--- src/rtl/gpio_port_pkg.sv ---
package gpio_port_pkg;
    localparam int ADDR_W = 2;
    localparam logic [ADDR_W-1:0] OFS_DATA = 2'd0;
    localparam logic [ADDR_W-1:0] OFS_PIN  = 2'd1;
    localparam logic [ADDR_W-1:0] OFS_DIR  = 2'd2;
endpackage

--- src/rtl/gpio_pin_sync.sv ---
module gpio_pin_sync #(
    parameter int W      = 8,
    parameter int STAGES = 2
) (
    input  logic         clk,
    input  logic         rst_n,
    input  logic [W-1:0] pin_raw,
    output logic [W-1:0] pin_sync
);
    localparam int CW = $clog2(STAGES + 1);

    logic [STAGES-1:0][W-1:0] chain_d, chain_q;

    // Synchronizer flops carry no reset: they only mirror the pins.
    always_comb begin
        chain_d[0] = pin_raw;
        for (int k = 1; k < STAGES; k++) begin
            chain_d[k] = chain_q[k-1];
        end
    end

    always_ff @(posedge clk) begin
        chain_q <= chain_d;
    end

    assign pin_sync = chain_q[STAGES-1];

    // Warm-up count since reset, used only to bound the look-back below.
    logic [CW-1:0] warm_d, warm_q;
    always_comb begin
        warm_d = warm_q;
        if (warm_q != CW'(STAGES)) warm_d = warm_q + 1'b1;
    end
    always_ff @(posedge clk or negedge rst_n) begin
        if (!rst_n) warm_q <= '0;
        else        warm_q <= warm_d;
    end

    p_sync_latency_r4: assert property (@(posedge clk) disable iff (!rst_n)
        (warm_q == CW'(STAGES)) |-> (pin_sync == $past(pin_raw, STAGES)));
endmodule

--- src/rtl/gpio_port_regs.sv ---
module gpio_port_regs
    import gpio_port_pkg::*;
#(
    parameter int W = 8
) (
    input  logic              clk,
    input  logic              rst_n,
    input  logic              wr_en,
    input  logic [ADDR_W-1:0] wr_addr,
    input  logic [W-1:0]      wr_data,
    output logic [W-1:0]      data_q,
    output logic [W-1:0]      dir_q
);
    typedef struct packed {
        logic [W-1:0] data;
        logic [W-1:0] dir;
    } regs_t;

    regs_t r_d, r_q;

    always_comb begin
        r_d = r_q;
        if (wr_en) begin
            case (wr_addr)
                OFS_DATA: r_d.data = wr_data;
                OFS_DIR:  r_d.dir  = wr_data;
                default:  ;
            endcase
        end
    end

    always_ff @(posedge clk or negedge rst_n) begin
        if (!rst_n) r_q <= '0;
        else        r_q <= r_d;
    end

    assign data_q = r_q.data;
    assign dir_q  = r_q.dir;

    // only the matching offset may change a stored register.
    p_data_hold_r5: assert property (@(posedge clk) disable iff (!rst_n)
        !(wr_en && wr_addr == OFS_DATA) |=> $stable(data_q));
    // the direction register changes only by a bus write, never by override.
    p_dir_hold_r7: assert property (@(posedge clk) disable iff (!rst_n)
        !(wr_en && wr_addr == OFS_DIR) |=> $stable(dir_q));
    p_data_load_r10: assert property (@(posedge clk) disable iff (!rst_n)
        (wr_en && wr_addr == OFS_DATA) |=> (data_q == $past(wr_data)));
    p_dir_load_r2: assert property (@(posedge clk) disable iff (!rst_n)
        (wr_en && wr_addr == OFS_DIR) |=> (dir_q == $past(wr_data)));
endmodule

--- src/rtl/gpio_pad_mux.sv ---
module gpio_pad_mux #(
    parameter int W = 8
) (
    input  logic         clk,
    input  logic         rst_n,
    input  logic [W-1:0] data_q,
    input  logic [W-1:0] dir_q,
    input  logic [W-1:0] oc_en,
    input  logic [W-1:0] oc_lvl,
    output logic [W-1:0] pad_out,
    output logic [W-1:0] pad_oe
);
    for (genvar i = 0; i < W; i++) begin : g_pin
        always_comb begin
            pad_oe[i]  = dir_q[i] | oc_en[i];
            pad_out[i] = oc_en[i] ? oc_lvl[i] : data_q[i];
        end

        // after the override ends the stored bit decides again.
        p_release_r7: assert property (@(posedge clk) disable iff (!rst_n)
            $fell(oc_en[i]) |-> (pad_oe[i] == dir_q[i] && pad_out[i] == data_q[i]));
        // a forced pin drives the compare level.
        p_forced_r6: assert property (@(posedge clk) disable iff (!rst_n)
            oc_en[i] |-> (pad_oe[i] && pad_out[i] == oc_lvl[i]));
    end
endmodule

--- src/rtl/gpio_timer_port.sv ---
module gpio_timer_port
    import gpio_port_pkg::*;
#(
    parameter int WIDTH       = 8,
    parameter int SYNC_STAGES = 2
) (
    input  logic              clk,
    input  logic              rst_n,
    input  logic [ADDR_W-1:0] bus_addr,
    input  logic              bus_wr,
    input  logic [WIDTH-1:0]  bus_wdata,
    output logic [WIDTH-1:0]  bus_rdata,
    input  logic [WIDTH-1:0]  pad_in,
    output logic [WIDTH-1:0]  pad_out,
    output logic [WIDTH-1:0]  pad_oe,
    input  logic [WIDTH-1:0]  tmr_oc_en,
    input  logic [WIDTH-1:0]  tmr_oc_lvl,
    output logic [WIDTH-1:0]  tmr_cap
);
    logic [WIDTH-1:0] data_q, dir_q, pin_q;

    gpio_pin_sync #(.W(WIDTH), .STAGES(SYNC_STAGES)) u_sync (
        .clk      (clk),
        .rst_n    (rst_n),
        .pin_raw  (pad_in),
        .pin_sync (pin_q)
    );

    gpio_port_regs #(.W(WIDTH)) u_regs (
        .clk     (clk),
        .rst_n   (rst_n),
        .wr_en   (bus_wr),
        .wr_addr (bus_addr),
        .wr_data (bus_wdata),
        .data_q  (data_q),
        .dir_q   (dir_q)
    );

    gpio_pad_mux #(.W(WIDTH)) u_mux (
        .clk     (clk),
        .rst_n   (rst_n),
        .data_q  (data_q),
        .dir_q   (dir_q),
        .oc_en   (tmr_oc_en),
        .oc_lvl  (tmr_oc_lvl),
        .pad_out (pad_out),
        .pad_oe  (pad_oe)
    );

    assign tmr_cap = pin_q;

    always_comb begin
        case (bus_addr)
            OFS_DATA: bus_rdata = data_q;
            OFS_PIN:  bus_rdata = pin_q;
            OFS_DIR:  bus_rdata = dir_q;
            default:  bus_rdata = '0;
        endcase
    end

    p_pin_eq_cap_r8: assert property (@(posedge clk) disable iff (!rst_n)
        (bus_addr == OFS_PIN) |-> (bus_rdata == tmr_cap));
    p_idle_ofs_r9: assert property (@(posedge clk) disable iff (!rst_n)
        (bus_addr == 2'd3) |-> (bus_rdata == '0));
    p_no_drive_r3: assert property (@(posedge clk) disable iff (!rst_n)
        (tmr_oc_en == '0) |-> ((pad_oe & ~pad_out) == (pad_oe & ~data_q)));
endmodule

--- config.mk ---
export PLATFORM = sky130hd
export DESIGN_NAME = gpio_timer_port
export DESIGN_NICKNAME = d
export VERILOG_FILES = /design/src/rtl/gpio_port_pkg.sv /design/src/rtl/gpio_pin_sync.sv /design/src/rtl/gpio_port_regs.sv /design/src/rtl/gpio_pad_mux.sv /design/src/rtl/gpio_timer_port.sv
export SDC_FILE = /design/constraint.sdc
export NUM_CORES = 1
export LEC_CHECK = 0
export ABC_AREA = 1
export CORE_AREA = 2 2 66 68
export CTS_CLUSTER_DIAMETER = 30
export DETAILED_ROUTE_END_ITERATION = 10
export DIE_AREA = 0 0 68 70
export HOLD_SLACK_MARGIN = 0.15
export PLACE_DENSITY = 0.74
export SLEW_MARGIN = 20
export SYNTH_ARGS = -nofsm -noshare
export SYNTH_HDL_FRONTEND = slang
export SYNTH_SLANG_ARGS = --single-unit
--- constraint.sdc ---
create_clock -name clk -period 0.81 [get_ports clk]
set_input_delay 0.162 -clock clk [delete_from_list [all_inputs] [get_ports clk]]
set_output_delay 0.162 -clock clk [all_outputs]
set_load 0.05 [all_outputs]
==> metrics.md, run 1 <==
| Metric | Value |
|---|---|
| WP data arrival | `~1.1 ns` |
| Most frequent cells in the layout | `buf_12, nand2_1, buf_4` |
| Total global-route track usage | `22.1%` |
| Yosys Warn Count | `0` |
| Startpoint types | `register` |
| DIE WIDTH | `roughly 70 um` |
| Via/cell ratio | `slightly below 5` |
| Req. time, crit path | `roughly 0.65 ns` |
| DP Cell Count | `between 200 and 300` |
| Critical path endpoint category | `primary output` |
| Syn_nets | `~190` |
| CTS tree | `yes` |
| Clock Sinks | `32` |
| Initial DRC Count | `50` |
| Unrepaired setup endpoints after global routing | `true` |
| Failing checks | `setup timing` |
| Clk_lat worst skew | `roughly 0.28 ns` |
| Drt first pass iters | `4` |
| Final hold violations | `0` |
| Final setup violating endpoints | `40` |
| Clk_skew | `~0.0025 ns` |
| Syn avg cell area | `roughly 8.6 um^2` |
| Layout Cells excl Fill | `~320` |
| Die ar. | `between 4000 and 5000 um^2` |
| CORE AREA | `between 4000 and 5000 um^2` |
| Nets | `305` |
| Synthesized area | `~1300 um^2` |
| CP max FO | `3` |
| Most common cell after layout, fill and taps aside | `buf_12` |
| Min Tclk post-route | `1.28 ns` |
| Filler cell count | `about 250` |
| Sequential element share of the synthesized area | `53.5%` |
| DP HPWL | `around 3000 um` |
| Detail Route Antenna Nets | `0` |
| Worst-margin pin slew | `0.225 ns` |
| CTS Buf Count | `5` |
| Initial Util | `approximately 32%` |
| # Max-Cap Violations | `0` |
| Fmax | `around 780 MHz` |
| Hold Crit Class | `input port to asynchronous set/reset pin` |
| Slew Limit Fails | `0` |
| Relative slew slack | `a little over four fifths` |
| CTS clk-pin slew, worst paths | `0.07 ns` |
| Mapped Cells | `approximately 160` |
| Rows | `24` |
| Flops & latches, synth | `32` |
| Outcome | `complete, but fails checks` |
| GPL Wtd Cong | `0.791` |
| Critical path type | `register to primary output` |
| Via Count | `roughly 1.6k` |
| WL per Instance | `15.3 um` |
| CTS Buffer Depth | `2` |
| IO Pins | `69` |
| Post-route setup slack | `-0.466 ns` |
| Leak Pwr | `roughly 1.5 nW` |
| Htree depth | `2` |
| Port Buffers | `68` |
| Crit share post-route | `157%` |
| PwrDens | `around 1700 nW/um^2` |
| Vias in the first global route | `between 1.5k and 2k` |
| Ant diodes | `0` |
| Root Buffer | `clkbuf_8` |
| Drc violations | `0` |
| CTS Hold Buffers Added | `0` |
| Initial antenna violation count | `0` |
| Multi-input gate area | `roughly 890 um^2` |
| First-pass GRT wire length | `between 7000 and 8000 um` |
| Largest net degree at the start of global routing | `17` |
| Fraction of layout cells with a size suffix above 1 | `between 60% and 70%` |
| Die Height | `~70 um` |
| Total chip power | `about 5.6 mW` |
| Synth unique cells | `15` |
| Register area | `~750 um^2` |
| DRT Wirelength | `about 5000 um` |
| Grt total ovfl | `0` |
| Worst vdd ir | `1.38 mV` |
| Syn-to-layout area delta | `142%` |
| Pre-CTS setup slack | `-0.777 ns` |
layer usage:
| layer | GRT usage [%] | share of wire [%] |
|---|---|---|
| met4 | 11.1 | 2.8 |
| met3 | 7.57 | 8.9 |
| met1 | 24.9 | 35 |
| met2 | 36.0 | 54 |
| met5 | 0 | 0 |
registers in the layout, summed over array words and instances, names as in the netlist:
register,flops
u_sync.chain_d,8
u_sync.pin_sync,8
u_regs.dir_q,8
u_regs.data_q,8
worst max-delay path: stages, from the launching register on:
cell and delay [ns]:
dfrtp_1 0.42, or2_4 0.25, buf_12 0.15
final timing paths:
path                                    from            endpoint  slack, ns  cells after the start
setup / recovery             u_regs.dir_q[3]           pad_oe[3]      -0.47                      2
hold / removal                         rst_n    u_regs.data_q[5]       0.21                      2
setup reg to reg            u_regs.data_q[7]    u_regs.data_q[7]      -0.05                      4
hold reg to reg            u_sync.chain_d[8]  u_sync.pin_sync[0]       0.32                      0
max in group asynchronous              rst_n    u_regs.data_q[3]       0.47                      2
min in group clk                 bus_addr[0]     u_regs.dir_q[1]       0.31                      5
layout make-up:
| class | count | share of cell area [%] |
|---|---|---|
| clock inverters | 3 | 0.423 |
| inverters | 10 | 1.38 |
| multi-input cells | 108 | 27.3 |
| well taps | 52 | 2.00 |
| repair buffers | 111 | 43.6 |
| flip-flops and latches | 32 | 23.1 |
| clock buffers | 5 | 2.11 |
synthesized netlist by cell type, drive strengths merged:
master / n / area (um^2)
or2: 8 / 50.1
nand2: 49 / 186
o21ai: 8 / 40.0
nand3: 33 / 180
buf: 7 / 58.8
dfxtp: 16 / 320
nor2: 1 / 20.0
dfrtp: 16 / 400
inv: 10 / 40.0
nand4: 8 / 50.1
timing repair:
| item | CTS | global route |
|---|---|---|
| resized for setup | 68 | 14 |
| setup endpoints to repair | 48 | 48 |
| gates cloned | 2 | 0 |
| pin swaps | 22 | 12 |
| setup buffers | 12 | 11 |
cells by family (layout without fill, tap and decap cells):
kind of cell / Yosys count / after routing / share of synthesized area, %
and+or+nand+nor: 99 / 100 / 36.2
DFF: 32 / 32 / 53.5
buffers and inverters: 17 / 129 / 7.34
AOI/OAI and AO/OA: 8 / 8 / 2.97
stage by stage:
step	util (%)	hold WS [ns]	setup TNS [ns]	instance area [um^2]
2_1_floorplan	-	-0.134	-2.03	1630
4_1_cts	76.2	0.202	-12.14	3160
3_5_place_dp	67.6	0.312	-23.64	2800
3_3_place_gp	67.6	0.310	-22.88	2800
5_1_grt	78.6	0.214	-13.53	3260
6_report	78.6	0.206	-12.23	3260
power by group:
part | internal [mW] | leakage [nW] | total [mW] | switching (mW)
clock | 0.581 | 0.0453 | 1.16 | 0.575
sequential | 1.75 | 0.335 | 1.92 | 0.174
combinational | 1.30 | 1.12 | 2.54 | 1.24
total | 3.63 | 1.50 | 5.62 | 1.99
Note: power is estimated with default switching activity, not from simulation.
==> run 2: changes to the inputs <==
Settings changed: CORE_AREA 2 2 66 68 to 2 2 60 62, DIE_AREA 0 0 68 70 to 0 0 62 64, PLACE_DENSITY 0.74 to 0.84.
Clock period 0.81 ns to 1.5 ns, I/O delays scaled along.
==> run 2 against run 1 <==
  * The run now ends clean
  * Flip-flop and latch count stayed put
  * Final cell count is 9.7% lower
  * Register-to-register slack better by 0.72 ns
==> metrics.md, run 2 (synthesis results as in run 1) <==
| Metric | Value |
|---|---|
| Outcome | `finished clean` |
| Most common cell after layout, fill and taps aside | `nand2_1` |
| CTS Buffer Depth | `2` |
| R2R Setup Slk | `approximately 0.67 ns` |
| Grt total ovfl | `0` |
| WL per Instance | `16.6 um` |
| Slew Limit Fails | `0` |
| Layout Cells excl Fill | `a little under 300` |
| Finished Cell Area | `2740 um^2` |
| Cell Chain, Critical Path | `or2_4, buf_8` |
| Relative slew slack | `approximately 79%` |
| DRT Wirelength | `between 4000 and 5000 um` |
| GPL Wtd Cong | `0.834` |
| Filler cell count | `approximately 160` |
| Sequential Power Share | `approximately 38%` |
| Sw Ratio | `35.9%` |
| Worst Path Buf+Inv | `1` |
| Worst-margin pin slew | `0.313 ns` |
| Htree depth | `2` |
| Initial Util | `roughly two fifths` |
| Max incr delay on CP | `0.44 ns` |
| Die ar. | `a little under 4000 um^2` |
| Req. time, crit path | `1.20 ns` |
| Sw power | `around 1 mW` |
| Startpoint types | `register` |
| Clock power share | `about 22%` |
| Worst vdd ir | `~0.77 mV` |
| WP data arrival | `1.20 ns` |
| Hold Crit Class | `input port to asynchronous set/reset pin` |
| Leak Pwr | `1.34 nW` |
| CP max FO | `3` |
| Syn-to-layout area delta | `104%` |
| Port Buffers | `68` |
| Total chip power | `~2.8 mW` |
| Clock Sinks | `32` |
| Drt first pass iters | `4` |
| Largest net degree at the start of global routing | `17` |
| Min Tclk post-route | `roughly 1.5 ns` |
| DP HPWL | `approximately 2700 um` |
| CORE AREA | `between 3000 and 4000 um^2` |
| Logic pwr share | `41.1%` |
| Ant diodes | `0` |
| Final setup violating endpoints | `0` |
| Placed Area | `approximately 2300 um^2` |
| Most frequent cells in the layout | `nand2_1, clkdlybuf4s50_1, buf_12` |
| Critical path endpoint category | `primary output` |
| Root Buffer | `clkbuf_4` |
| Detail Route Antenna Nets | `0` |
| Via/cell ratio | `between 5 and 6` |
| Fraction of layout cells with a size suffix above 1 | `40.6%` |
| Die Height | `around 64 um` |
| Critical path's top delay family | `flip-flops` |
| Slowest-stage cell, CP | `dfrtp_1` |
| Rows | `21` |
| CTS clk-pin slew, worst paths | `approximately 0.11 ns` |
| Critical path type | `register to primary output` |
| First-pass GRT wire length | `6960 um` |
| CTS Buf Count | `5` |
| Fmax | `between 600 and 700 MHz` |
| # Max-Cap Violations | `0` |
| CTS Hold Buffers Added | `0` |
| Via Count | `approximately 1.5k` |
| Initial antenna violation count | `0` |
| Vias in the first global route | `approximately 1.5k` |
| DIE WIDTH | `~62 um` |
| CTS tree | `yes` |
| Internal power | `1.78 mW` |
| Nets | `280` |
| Unrepaired setup endpoints after global routing | `true` |
| Post-layout util | `83.4%` |
| Initial DRC Count | `between 70 and 80` |
| PwrDens | `just over 1000 nW/um^2` |
| DP Cell Count | `between 200 and 300` |
| Drc violations | `0` |
| Final hold violations | `0` |
| IO Pins | `69` |
| Clk_skew | `around 0.0035 ns` |
| Clk_lat worst skew | `~0.34 ns` |
| Crit share post-route | `between 90 and 100%` |
| Total global-route track usage | `roughly a quarter` |
run 2: cell types whose count changed in the layout (fill, tap and decap cells not counted), sizes merged:
cell and change:
buf -29, dlygate4sd2 -7, clkdlybuf4s50 +4, dlymetal6s2s +4, clkbuf +2, clkinv -2, bufbuf +1, clkdlybuf4s15 +1
inv +1
run 2: power groups by stage:
stage | clock network [mW] | logic [mW] | registers (mW)
after floorplan | 0 | 0.467 | 1.05
after global placement | 0 | 0.957 | 1.04
after detailed placement | 0 | 0.971 | 1.04
after CTS | 0.583 | 1.07 | 1.02
after global routing | 0.641 | 1.19 | 1.05
final | 0.596 | 1.14 | 1.04
run 2: worst reg2reg max path, cell delays in order (launching register included):
cell,delay (ns)
dfrtp_1,0.44
buf_4,0.15
nand2_1,0.06
nand2_1,0.07
run 2: worst paths after layout:
check | start | to | cells after the start
hold / removal | rst_n | u_regs.dir_q[4] | 2
setup reg to reg | u_regs.dir_q[0] | u_regs.dir_q[0] | 3
max in group asynchronous | rst_n | u_regs.data_q[0] | 2
min in group clk | u_sync.chain_d[15] | u_sync.pin_sync[7] | 0
setup / recovery | u_regs.dir_q[0] | pad_oe[0] | 2
hold reg to reg | u_sync.chain_d[15] | u_sync.pin_sync[7] | 0
run 2: repair_timing:
item	in CTS	in global routing
endpoints found under the setup margin	16	21
pin swaps	2	6
cloned	2	1
resized for setup	38	23
buffers inserted	6	3
run 2: area by class of cell:
cell class                      count  area [um^2]  area share, %
Clock buffer                        6         62.6           2.28
Clock inverter                      2         11.3          0.411
Inverter                           10         45.0           1.64
Multi-Input combinational cell    108          658           24.0
Sequential cell                    32          721           26.3
Tap cell                           46         57.6           2.10
Timing Repair Buffer               86         1180           43.2
run 2: per-layer routing:
metal,GRT usage [%],share of wire (%),up-vias
met5,0,0,-
met2,39.3,54,92
li1,-,-,691
met1,27.5,35,742
met3,8.10,8.8,13
met4,10.4,2.2,0
run 2: metrics by stage:
stage	setup WS (ns)	TNS (ns)	hold WS (ns)
after floorplan	0.0566	0	0.00441
after global placement	-0.324	-3.96	0.310
after detailed placement	-0.332	-4.32	0.314
after CTS	0.00372	0	0.294
after global routing	-0.0393	-0.158	0.283
final	0.00180	0	0.270
